## src/rtl/hbt_pkg.sv

```systemverilog
package hbt_pkg;

    // Strobe convention selected by cfg_strobe_style.
    typedef enum logic {
        STB_SPLIT = 1'b0,   // separate read and write strobes
        STB_DIRDS = 1'b1    // direction level plus one data strobe
    } strobe_style_e;

    // Registered view of the decoded strobes.
    typedef struct packed {
        logic rd;
        logic wr;
    } strobe_state_t;

endpackage

```

## src/rtl/hbt_sync.sv

```systemverilog
module hbt_sync #(
    parameter int             W       = 1,
    parameter int             STAGES  = 2,
    parameter logic [W-1:0]   RST_VAL = '0
) (
    input  logic         clk,
    input  logic         rst_n,
    input  logic [W-1:0] din,
    output logic [W-1:0] dout
);

    logic [W-1:0] stg_d [STAGES];
    logic [W-1:0] stg_q [STAGES];

    always_comb begin
        stg_d[0] = din;
        for (int i = 1; i < STAGES; i++) begin
            stg_d[i] = stg_q[i-1];
        end
    end

    always_ff @(posedge clk or negedge rst_n) begin
        if (!rst_n) begin
            for (int i = 0; i < STAGES; i++) begin
                stg_q[i] <= RST_VAL;
            end
        end else begin
            stg_q <= stg_d;
        end
    end

    assign dout = stg_q[STAGES-1];

endmodule

```

## src/rtl/hbt_strobe.sv

```systemverilog
module hbt_strobe
    import hbt_pkg::*;
(
    input  logic          clk,
    input  logic          rst_n,
    input  strobe_style_e style,
    input  logic          cs_n_s,
    input  logic          ctl_a_s,
    input  logic          ctl_b_s,
    output logic          rd_start,
    output logic          rd_hold,
    output logic          wr_end
);

    logic          rd_now;
    logic          wr_now;
    strobe_state_t st_d;
    strobe_state_t st_q;

    always_comb begin
        unique case (style)
            STB_SPLIT: begin
                // the two strobes exclude each other; both low means no access
                rd_now = !cs_n_s && !ctl_a_s && ctl_b_s;
                wr_now = !cs_n_s && !ctl_b_s && ctl_a_s;
            end
            STB_DIRDS: begin
                rd_now = !cs_n_s && !ctl_b_s &&  ctl_a_s;
                wr_now = !cs_n_s && !ctl_b_s && !ctl_a_s;
            end
        endcase
        rd_start = rd_now && !st_q.rd;
        rd_hold  = rd_now &&  st_q.rd;
        wr_end   = st_q.wr && !wr_now;
        st_d.rd  = rd_now;
        st_d.wr  = wr_now;
    end

    always_ff @(posedge clk or negedge rst_n) begin
        if (!rst_n) begin
            st_q <= '0;
        end else begin
            st_q <= st_d;
        end
    end

    // a read and a write are never both in progress
    p_rd_wr_excl_r10: assert property (@(posedge clk) disable iff (!rst_n)
        !(st_q.rd && st_q.wr));

    // a held read always follows its start or a previous hold
    p_hold_after_start_r3: assert property (@(posedge clk) disable iff (!rst_n)
        rd_hold |-> $past(rd_start || rd_hold));

endmodule

```

## src/rtl/hbt_addr.sv

```systemverilog
module hbt_addr #(
    parameter int ADDR_W   = 6,
    parameter int NARROW_W = 4
) (
    input  logic              clk,
    input  logic              rst_n,
    input  logic              cfg_mux,
    input  logic              cfg_wide,
    input  logic              alat_s,
    input  logic [ADDR_W-1:0] pins_s,
    input  logic [ADDR_W-1:0] ad_s,
    output logic [ADDR_W-1:0] addr_eff
);

    typedef struct packed {
        logic              alat;
        logic [ADDR_W-1:0] latch;
    } addr_state_t;

    addr_state_t       st_d;
    addr_state_t       st_q;
    logic [ADDR_W-1:0] narrow;

    // Unwired upper pins read as zero.
    for (genvar i = 0; i < ADDR_W; i++) begin : g_mask
        if (i < NARROW_W) begin : g_keep
            assign narrow[i] = pins_s[i];
        end else begin : g_zero
            assign narrow[i] = 1'b0;
        end
    end

    always_comb begin
        st_d      = st_q;
        st_d.alat = alat_s;
        if (st_q.alat && !alat_s) begin
            st_d.latch = ad_s;
        end
        if (cfg_mux) begin
            addr_eff = st_q.latch;
        end else if (cfg_wide) begin
            addr_eff = pins_s;
        end else begin
            addr_eff = narrow;
        end
    end

    always_ff @(posedge clk or negedge rst_n) begin
        if (!rst_n) begin
            st_q <= '0;
        end else begin
            st_q <= st_d;
        end
    end

    // the latched address only moves after a falling latch strobe
    p_latch_hold_r8: assert property (@(posedge clk) disable iff (!rst_n)
        !$fell(alat_s) |=> $stable(st_q.latch));

endmodule

```

## src/rtl/hostbus_target.sv

```systemverilog
module hostbus_target
    import hbt_pkg::*;
#(
    parameter int DATA_W      = 8,
    parameter int ADDR_W      = 6,
    parameter int NARROW_W    = 4,
    parameter int SYNC_STAGES = 2
) (
    input  logic              clk,
    input  logic              rst_n,
    input  logic              cfg_strobe_style,
    input  logic              cfg_addr_mux,
    input  logic              cfg_wide_addr,
    input  logic              bus_cs_n,
    input  logic              bus_ctl_a,
    input  logic              bus_ctl_b,
    input  logic              bus_alat,
    input  logic [ADDR_W-1:0] bus_addr,
    input  logic [DATA_W-1:0] bus_data_in,
    output logic [DATA_W-1:0] bus_data_out,
    output logic              bus_data_oe,
    output logic [ADDR_W-1:0] rf_addr,
    output logic [DATA_W-1:0] rf_wdata,
    output logic              rf_we,
    output logic              rf_re,
    input  logic [DATA_W-1:0] rf_rdata
);

    localparam int CTL_W  = 4;
    localparam int PATH_W = ADDR_W + DATA_W;
    // idle levels: chip select, both strobes high; latch strobe low
    localparam logic [CTL_W-1:0] CTL_IDLE = 4'b1110;

    typedef struct packed {
        logic              we;
        logic              re;
        logic [ADDR_W-1:0] addr;
        logic [DATA_W-1:0] wdata;
        logic [DATA_W-1:0] dout;
        logic              oe;
    } top_state_t;

    logic [CTL_W-1:0]  ctl_s;
    logic [PATH_W-1:0] path_s;
    logic [ADDR_W-1:0] pins_s;
    logic [DATA_W-1:0] data_s;
    logic [ADDR_W-1:0] addr_eff;
    logic              rd_start;
    logic              rd_hold;
    logic              wr_end;
    top_state_t        st_d;
    top_state_t        st_q;

    hbt_sync #(.W(CTL_W), .STAGES(SYNC_STAGES), .RST_VAL(CTL_IDLE)) u_sync_ctl (
        .clk  (clk),
        .rst_n(rst_n),
        .din  ({bus_cs_n, bus_ctl_a, bus_ctl_b, bus_alat}),
        .dout (ctl_s)
    );

    hbt_sync #(.W(PATH_W), .STAGES(SYNC_STAGES), .RST_VAL('0)) u_sync_path (
        .clk  (clk),
        .rst_n(rst_n),
        .din  ({bus_addr, bus_data_in}),
        .dout (path_s)
    );

    assign pins_s = path_s[PATH_W-1:DATA_W];
    assign data_s = path_s[DATA_W-1:0];

    hbt_strobe u_strobe (
        .clk     (clk),
        .rst_n   (rst_n),
        .style   (strobe_style_e'(cfg_strobe_style)),
        .cs_n_s  (ctl_s[3]),
        .ctl_a_s (ctl_s[2]),
        .ctl_b_s (ctl_s[1]),
        .rd_start(rd_start),
        .rd_hold (rd_hold),
        .wr_end  (wr_end)
    );

    hbt_addr #(.ADDR_W(ADDR_W), .NARROW_W(NARROW_W)) u_addr (
        .clk     (clk),
        .rst_n   (rst_n),
        .cfg_mux (cfg_addr_mux),
        .cfg_wide(cfg_wide_addr),
        .alat_s  (ctl_s[0]),
        .pins_s  (pins_s),
        .ad_s    (data_s[ADDR_W-1:0]),
        .addr_eff(addr_eff)
    );

    always_comb begin
        st_d    = st_q;
        st_d.we = wr_end;
        st_d.re = rd_start;
        st_d.oe = rd_hold;
        if (wr_end || rd_start) begin
            st_d.addr = addr_eff;
        end
        if (wr_end) begin
            st_d.wdata = data_s;
        end
        if (st_q.re) begin
            st_d.dout = rf_rdata;
        end
    end

    always_ff @(posedge clk or negedge rst_n) begin
        if (!rst_n) begin
            st_q <= '0;
        end else begin
            st_q <= st_d;
        end
    end

    assign rf_we        = st_q.we;
    assign rf_re        = st_q.re;
    assign rf_addr      = st_q.addr;
    assign rf_wdata     = st_q.wdata;
    assign bus_data_out = st_q.dout;
    assign bus_data_oe  = st_q.oe;

    // write pulses last one cycle
    p_we_pulse_r10: assert property (@(posedge clk) disable iff (!rst_n)
        rf_we |=> !rf_we);

    // read pulses last one cycle
    p_re_pulse_r10: assert property (@(posedge clk) disable iff (!rst_n)
        rf_re |=> !rf_re);

    // no commit while the bus is driven
    p_no_we_with_oe_r10: assert property (@(posedge clk) disable iff (!rst_n)
        !(rf_we && bus_data_oe));

    // the output enable rises right after a read pulse
    p_oe_after_re_r6: assert property (@(posedge clk) disable iff (!rst_n)
        $rose(bus_data_oe) |-> $past(rf_re));

    // a read pulse needs chip select sampled low three edges earlier
    p_cs_gate_r7: assert property (@(posedge clk) disable iff (!rst_n)
        rf_re |-> !$past(bus_cs_n, 3));

    if (NARROW_W < ADDR_W) begin : g_narrow_chk
        // upper address bits are zero with only the low pins wired
        p_narrow_r9: assert property (@(posedge clk) disable iff (!rst_n)
            (!cfg_addr_mux && !cfg_wide_addr && (rf_we || rf_re))
                |-> (rf_addr[ADDR_W-1:NARROW_W] == '0));
    end

endmodule

```

## config.mk

```make
export PLATFORM = sky130hd
export DESIGN_NAME = hostbus_target
export DESIGN_NICKNAME = d
export VERILOG_FILES = /design/src/rtl/hbt_pkg.sv /design/src/rtl/hbt_sync.sv /design/src/rtl/hbt_strobe.sv /design/src/rtl/hbt_addr.sv /design/src/rtl/hostbus_target.sv
export SDC_FILE = /design/constraint.sdc
export NUM_CORES = 1
export LEC_CHECK = 0
export CAP_MARGIN = 0
export CORE_MARGIN = 1.5
export CORE_UTILIZATION = 65
export DETAILED_ROUTE_END_ITERATION = 8
export DONT_BUFFER_PORTS = 1
export GPL_TIMING_DRIVEN = 0
export PLACE_DENSITY = 0.81
export SLEW_MARGIN = 20
export SYNTH_ARGS = -nofsm -noshare
export SYNTH_HDL_FRONTEND = slang
export SYNTH_SLANG_ARGS = --single-unit
```

## constraint.sdc

```tcl
create_clock -name clk -period 5.2 [get_ports clk]
set_input_delay 0.78 -clock clk [delete_from_list [all_inputs] [get_ports clk]]
set_output_delay 0.78 -clock clk [all_outputs]
set_load 0.01 [all_outputs]
```

==> results of run 1 <==
-- power by group through the flow --
stage               combinational, mW  clock, mW  sequential, mW
floorplan                      0.0640          0           0.677
global placement               0.0681          0           0.688
detailed placement             0.0749          0           0.692
CTS                            0.0742      0.348           0.683
global route                   0.0803      0.374           0.691
finish                         0.0724      0.339           0.681
-- stage by stage --
| stage | setup WS [ns] | power, mW |
|---|---|---|
| detailed placement | 2.98 | 0.767 |
| finish | 3.29 | 1.09 |
| floorplan | 3.25 | 0.741 |
| global route | 3.18 | 1.14 |
| CTS | 3.27 | 1.11 |
| global placement | 3.03 | 0.756 |
-- sequential cells by signal, indices dropped and copies added (netlist names) --
| signal | flops |
|---|---|
| bus_data_out | 8 |
| u_sync_path.dout | 14 |
| u_sync_ctl.stg_d | 4 |
| rf_we | 1 |
| u_sync_path.stg_d | 14 |
| rf_re | 1 |
| u_strobe.st_q | 2 |
| u_addr.st_q | 7 |
| rf_wdata | 8 |
| rf_addr | 6 |
| u_sync_ctl.dout | 4 |
| bus_data_oe | 1 |
-- worst max-delay path: stages (launching register included) --
cell and delay, ns:
dfstp_2 0.56, xnor2_1 0.12, o31ai_4 0.54, o31ai_4 0.25
mux2_2 0.33
-- per-layer routing --
layer	global-route usage [%]	vias up
li1	-	440
met1	22.2	483
met2	26.2	46
met3	9.11	7
met4	10.9	0
met5	0	-
-- kinds of logic after synthesis --
kind of cell | after synthesis | synth area share, %
AOI/OAI and AO/OA | 5 | 2.55
xor gates and xnor gates | 1 | 0.388
muxes | 32 | 16.0
DFF | 70 | 78.0
and+or+nand+nor | 11 | 2.44
buffers and inverters | 4 | 0.665
-- worst paths after layout --
check                                      start                    to  cells after the start
hold reg to reg            u_sync_path.stg_d[10]  u_sync_path.dout[10]                      0
hold / removal                             rst_n  u_sync_path.dout[13]                      0
max in group asynchronous                  rst_n    u_sync_ctl.dout[2]                      0
min in group clk           u_sync_path.stg_d[10]  u_sync_path.dout[10]                      0
setup / recovery              u_sync_ctl.dout[2]            rf_addr[3]                      4
setup reg to reg              u_sync_ctl.dout[2]            rf_addr[3]                      4
-- final cells by class --
class                           instances  share of cell area, %
Sequential cell                        70                   71.6
Multi-Input combinational cell         49                   19.6
Clock buffer                           13                   4.17
Tap cell                               46                   2.34
Clock inverter                          3                   1.73
Buffer                                  3                  0.458
Inverter                                1                  0.153
-- cells in the mapped netlist --
library cell  number  share of area [%]
mux2_2            32                 16
o31ai_4            2                1.9
nand2_1            4               0.67
nor2_1             2               0.33
xnor2_1            1               0.39
nor3_1             2               0.44
and2_1             1               0.28
dfstp_2            6                7.0
buf_1              1               0.17
inv_1              1               0.17
o21ai_0            2               0.44
clkbuf_1           2               0.33
a21oi_1            1               0.22
dfrtp_1           64                 71
and3b_2            1               0.44
nand2b_1           1               0.28
==> flow_summary.yaml, run 1 <==
routing:
  vias: 976
  met2_length_um: 1440
  routed_via_density: 5.28
  wl_met1_um: 1320
  wl_per_cell_um: 16.7
  top_layer: "met4"
  firstDrtPassIters: 4
  first_iter_violations: 31
  drc_errors: 0
  routed-wl-met3_um: 278
  wirelength_um: 3090
  antenna_left: 0
cells_and_area:
  drive_above_1_share_pct: 39.6
  design_area_um2: 2460
  final_common_cell: "dfrtp_1"
  nNetsFinal: 165
  antennaDiodeCount: 0
  seq_area_um2: 1760
  multi_input_area_um2: 482
  stdcell_count: 185
  area_growth_pct: 8.99
  most-common-layout-cells: "dfrtp_1 (64), mux2_2 (32), clkbuf_4 (9), dfstp_2 (6)"
  nFillCells: 207
  final_util_pct: 73.7
logic_synthesis:
  synth.avg_cell_area_um2: 18.3
  postSynthCellCount: 123
  yosys_warnings: 0
  netlist_area_um2: 2260
  synth_nets: 154
  ys_seq_area_share_pct: 78.0
  synth.distinct_cells: 16
  synth_seq_cells: 70
sta:
  slew_viol_final: 0
  relSlewSlack_pct: 58.2
  finClkSkew_ns: 0.0114
  worst-slew-pin-transition_ns: 0.627
  setup_viol: 0
  finalSetupTns_ns: 0
  period_share_pct: 36.7
  final-hold-violation-count: 0
  rsz0062_at_grt: "false"
  fin_crit_ns: 1.91
  whs_ns: 0.0813
  fmax_ghz: 0.524
power:
  p_sw_share_pct: 23.3
  p_comb_share_pct: 6.6
  p_switching_mw: 0.255
  power_density_nw_per_um2: 444
  max-vdd-ir-drop_mv: 0.266
  p_int_mw: 0.837
  seqPwrFrac_pct: 62.3
  power_leakage_nw: 1.08
  clockPowerShare_pct: 31.0
floorplan:
  io_pins: 56
  core_um2: 3340
  die_y_um: 61.9
  die_w_um: 61.9
  initial_core_util_pct: 67.6
  dieArea_um2: 3830
  num_rows: 21
setup_path:
  end_kind: "flip-flop"
  path_class: "reg2reg"
  arrival_ns: 2.17
  required_ns: 5.46
  ff2ff_setup_slack_ns: 3.29
  worstPathMaxFanout: 10
  setup.worst_path.start_class: "flip-flop"
global_routing:
  grt_pass1_wl_um: 4550
  grt_pass1_vias: 973
  grt.overflow.total: 0
  grt_max_degree: 71
  grt_antenna_before_repair: 0
  grt_usage_pct: 18.2
clocking:
  clockBufferDepth: 2
  cts_setup_buffers: 0
  root_buffer: "clkbuf_4"
  clkSinkCount: 70
  cts.clk_slew.worst_paths_ns: 0.11
  cts.repair.resized: 0
  cts_hold_buf: 0
  cts_buffers: 9
  clk_latency_ns: 0.38
  htreeDepth: 3
  cts_tree: "yes"
run_status:
  status: "finished, final reports clean"
placed_design:
  portBuffers: 0
  dp_hpwl_um: 2090
  gp_congestion: 0.640
  post_dp_cell_area_um2: 2310
  placedCellCount: 169
worst_hold_path:
  hp-class: "in2async"
run:
  maxCapViolations: 0
(Power assumes the default switching activity.)
==> inputs of run 2 (changes only) <==
Settings changed: CORE_UTILIZATION 65 to 60, PLACE_DENSITY 0.81 to 0.76.
Clock period 5.2 ns to 2 ns, I/O delays scaled along.
==> run 2 against run 1 <==
  * Register-to-register slack got worse by 3.0 ns
  * Critical path depth did not move
  * Non-clock buffer count rose by 22
  * Core utilization rose by 0.94 points
  * Critical endpoint is now rf_addr[4]
==> flow_summary.yaml, run 2 (synthesis gave the netlist of run 1 again) <==
run_status:
  status: "finished, final reports clean"
sta:
  slew_viol_final: 0
  relSlewSlack_pct: 73.0
  final-hold-violation-count: 0
  finClkSkew_ns: 0.00732
  finalSetupTns_ns: 0
  fin_crit_ns: 1.69
  fmax_ghz: 0.591
  rsz0062_at_grt: "false"
  worst-slew-pin-transition_ns: 0.405
  setup_viol: 0
  whs_ns: 0.126
  period_share_pct: 84.6
setup_path:
  ff2ff_path_depth: 4
  arrival_ns: 1.89
  r2r-end: "rf_addr[4]"
  required_ns: 2.20
  worstReg2RegStart: "u_sync_ctl.dout[2]"
  setup.worst_path.start_class: "flip-flop"
  path_class: "reg2reg"
  end_kind: "flip-flop"
  ff2ff_setup_slack_ns: 0.31
  worstPathMaxFanout: 6
clocking:
  cts_tree: "yes"
  clkSinkCount: 70
  clockBufferDepth: 2
  cts_buffers: 9
  root_buffer: "clkbuf_8"
  clk_latency_ns: 0.32
  htreeDepth: 3
  cts.repair.resized: 0
  cts.clk_slew.worst_paths_ns: 0.06
routing:
  drc_errors: 0
  firstDrtPassIters: 3
  wirelength_um: 3310
  wl_per_cell_um: 15.9
  antenna_left: 0
  routed_via_density: 5.19
  vias: 1084
  first_iter_violations: 35
global_routing:
  grt_use_met1_pct: 20.9
  grt_antenna_before_repair: 0
  use_met3_pct: 7.39
  grt_pass1_wl_um: 5700
  grt-busiest-layer: "met2"
  grt_pass1_vias: 1304
  grt_usage_pct: 19.2
  grt.overflow.total: 0
  grt_max_degree: 71
  use_met2_pct: 31.4
placed_design:
  gp_congestion: 0.669
  portBuffers: 0
  dp_hpwl_um: 2130
  post_dp_cell_area_um2: 2320
worst_hold_path:
  hp-class: "in2reg"
  hold_depth: 1
  hold-path-endpoint: "bus_data_out[5]"
  worstHoldStart: "rf_rdata[5]"
cells_and_area:
  nFillCells: 218
  most-common-layout-cells: "dfrtp_1 (64), mux2_2 (32), dlygate4sd3_1 (19), clkbuf_8 (10)"
  design_area_um2: 2710
  antennaDiodeCount: 0
  area_growth_pct: 20.2
  drive_above_1_share_pct: 34.8
  final_util_pct: 74.6
  final_common_cell: "dfrtp_1"
  nNetsFinal: 187
floorplan:
  num_rows: 22
  die_w_um: 64.3
  die_y_um: 64.3
  io_pins: 56
  dieArea_um2: 4140
  initial_core_util_pct: 62.1
  core_um2: 3630
power:
  power_leakage_nw: 1.19
  power_density_nw_per_um2: 1090
  max-vdd-ir-drop_mv: 0.610
run:
  maxCapViolations: 0
run 2: changes by cell type in the layout (fill, tap and decap cells not counted), sizes merged:
cell and change:
dlygate4sd3 +19, buf +3, bufinv -1, clkbuf +1
clkinv +1, clkinvlp -1
run 2: what timing repair did:
action / CTS / global route
setup buffers: 0 / 2
hold buffers: 20 / 0
endpoints found under the hold margin: 88 / 0
endpoints found under the setup margin: 0 / 6
run 2: layer usage:
layer | up-vias | routed length (µm) | part of all wire, %
met5 | - | 0 | 0
met4 | 0 | 80 | 2.4
met3 | 7 | 230 | 6.9
met2 | 38 | 1760 | 53
met1 | 552 | 1250 | 38
li1 | 487 | - | -
run 2: layout make-up:
cell class / count / area, µm² / share of cell area (%)
sequential: 70 / 1760 / 64.9
multi-input combinational: 49 / 482 / 17.8
timing repair buffer: 22 / 233 / 8.58
clock buffer: 14 / 153 / 5.63
tap: 48 / 60.1 / 2.22
buffer: 3 / 11.3 / 0.415
clock inverter: 2 / 10.0 / 0.369
inverter: 1 / 3.75 / 0.138
run 2: where the power goes:
| group | total (mW) | internal (mW) | switching (mW) | leakage (nW) |
|---|---|---|---|---|
| Sequential | 1.77 | 1.60 | 0.168 | 0.824 |
| Combinational | 0.252 | 0.159 | 0.0923 | 0.283 |
| Clock | 0.923 | 0.482 | 0.442 | 0.0844 |
| Total | 2.95 | 2.24 | 0.702 | 1.19 |
run 2: through the flow:
stage	cells	power, mW	worst slack [ns]
final	209	2.95	0.308
after CTS	207	2.99	0.0550
after global placement	171	1.97	0.136
after floorplan	123	1.93	0.349
after global routing	209	3.10	0.242
after detailed placement	171	1.99	0.0644
run 2: worst max-delay path by stage:
stage                  startpoint         end  slack (ns)  cells after the start
6_report       u_sync_ctl.dout[2]  rf_addr[4]        0.31                      4
5_1_grt        u_sync_ctl.dout[1]  rf_addr[2]        0.24                      4
4_1_cts        u_sync_ctl.dout[2]  rf_addr[4]        0.05                      4
3_5_place_dp   u_sync_ctl.dout[2]  rf_addr[4]        0.06                      4
3_3_place_gp   u_sync_ctl.dout[2]  rf_addr[0]        0.14                      4
2_1_floorplan  u_sync_ctl.dout[2]  rf_addr[0]        0.35                      4
run 2: worst max-delay path: stages, from the launching register on:
cell and delay (ns):
dfstp_2 0.55, and3b_2 0.18, a21oi_1 0.08, o31ai_4 0.37
mux2_2 0.39
==> inputs of run 3 (changes only) <==
Clock period 2 ns to 1.74 ns, I/O delays scaled along.
==> run 3 against run 2 <==
  * The flow now finishes with violations (hold timing)
  * Critical path depth is the same
  * Register-to-register slack lost 0.23 ns
  * Sequential share of layout area grew 0.82 points
  * Hold slack lost 0.50 ns
  * Cell area shrank 1.2%
  * First-iteration DRC count grew 63%
  * Clock skew is essentially flat
  * Wire length is the same
  * Largest power group unchanged
  * Highest routed layer unchanged
==> flow_summary.yaml, run 3 (synthesis gave the netlist of run 1 again) <==
sta:
  final-hold-violation-count: 70
  rsz0062_at_grt: "false"
  fmax_ghz: 0.600
  finalSetupTns_ns: 0
  finClkSkew_ns: 0.00736
  period_share_pct: 95.8
  setup_slack_ns: 0.0734
  fin_crit_ns: 1.67
  worst-slew-pin-transition_ns: 0.404
  slew_viol_final: 0
  relSlewSlack_pct: 73.0
  setup_viol: 0
  whs_ns: -0.374
setup_path:
  worstPathMaxFanout: 6
  arrival_ns: 1.87
  end_kind: "flip-flop"
  path_class: "reg2reg"
  path_cells: "and3b_2, a21oi_2, o31ai_4, mux2_2"
  cp_top_family: "flip-flops"
  ff2ff_path_depth: 4
  cp.depth: 4
  ff2ff_setup_slack_ns: 0.07
  critPathBufInv: 0
  required_ns: 1.94
  max_stage_delay_ns: 0.55
  setup.worst_path.start_class: "flip-flop"
  worst_path_max_delay_cell: "dfstp_2"
placed_design:
  dp_hpwl_um: 2130
  post_dp_cell_area_um2: 2320
  place_ws_ns: -0.196
  portBuffers: 0
  gp_congestion: 0.669
  placedCellCount: 171
floorplan:
  die_w_um: 64.3
  initial_core_util_pct: 62.1
  num_rows: 22
  dieArea_um2: 4140
  die_y_um: 64.3
  io_pins: 56
  core_um2: 3630
power:
  power_density_nw_per_um2: 1250
  max-vdd-ir-drop_mv: 0.702
  total_power_mw: 3.35
  power_leakage_nw: 1.18
clocking:
  cts_tree: "yes"
  clkSinkCount: 70
  cts_buffers: 9
  clockBufferDepth: 2
  htreeDepth: 3
  clk_latency_ns: 0.32
  root_buffer: "clkbuf_8"
  cts.clk_slew.worst_paths_ns: 0.07
  cts_hold_buf: 18
global_routing:
  grt_max_degree: 71
  grt_usage_pct: 19.2
  grt_pass1_wl_um: 5680
  grt_antenna_before_repair: 0
  grt.overflow.total: 0
  grt_pass1_vias: 1300
cells_and_area:
  final_util_pct: 73.7
  final_common_cell: "dfrtp_1"
  design_area_um2: 2680
  nNetsFinal: 185
  area_growth_pct: 18.7
  most-common-layout-cells: "dfrtp_1 (64), mux2_2 (32), dlygate4sd3_1 (18), clkbuf_8 (10)"
  drive_above_1_share_pct: 35.2
  stdcell_count: 207
  antennaDiodeCount: 0
run:
  maxCapViolations: 0
routing:
  first_iter_violations: 57
  antenna_left: 0
  routed_via_density: 5.15
  vias: 1066
  wl_per_cell_um: 16.0
  wirelength_um: 3310
  firstDrtPassIters: 3
  drc_errors: 0
run_status:
  status: "complete, but fails checks"
  violations: "hold timing"
worst_hold_path:
  hp-class: "in2async"
## run 3: report_power, final
group	internal (mW)	switching [mW]	leakage [nW]
logic	0.176	0.0770	0.267
clock network	0.554	0.507	0.0844
registers	1.84	0.193	0.824
total	2.57	0.777	1.18
## run 3: final timing paths
check,startpoint,to
max in group asynchronous,rst_n,u_sync_ctl.dout[3]
min reg2reg,u_sync_ctl.stg_d[0],u_sync_ctl.dout[0]
max reg2reg,u_sync_ctl.dout[2],rf_addr[2]
min,rst_n,u_sync_path.dout[4]
max,u_sync_ctl.dout[2],rf_addr[2]
min in group clk,rf_rdata[5],bus_data_out[5]
## run 3: routing by layer
metal / routed length [µm] / share of wire, % / up-vias / track usage [%]
met5: 0 / 0 / - / 0
met4: 95 / 2.9 / 0 / 12.5
met3: 230 / 6.9 / 9 / 7.39
met2: 1730 / 52 / 38 / 31.0
met1: 1250 / 38 / 539 / 21.2
li1: - / - / 480 / -
## run 3: worst reg2reg max path, delay by kind of cell (launching register included)
kind             cells  cell delay [ns]
AND/OR/NAND/NOR      1             0.19
flip-flops           1             0.55
AO/OA/AOI/OAI        2             0.42
multiplexers         1             0.40
## run 3: what timing repair did
| item | in CTS | in global routing |
|---|---|---|
| pin swaps | 1 | 0 |
| setup buffers | 2 | 0 |
| gates resized for setup | 0 | 1 |
| endpoints found under the hold margin | 88 | 70 |
| setup endpoints to repair | 14 | 6 |
## run 3: area by class of cell
type / instances / area [µm²]
flip-flops and latches: 70 / 1760
plain buffers: 3 / 11.3
repair buffers: 20 / 195
clock inverters: 2 / 10.0
inverters: 1 / 3.75
well taps: 48 / 60.1
multi-input cells: 49 / 485
fillers: 227 / 956
clock buffers: 14 / 153
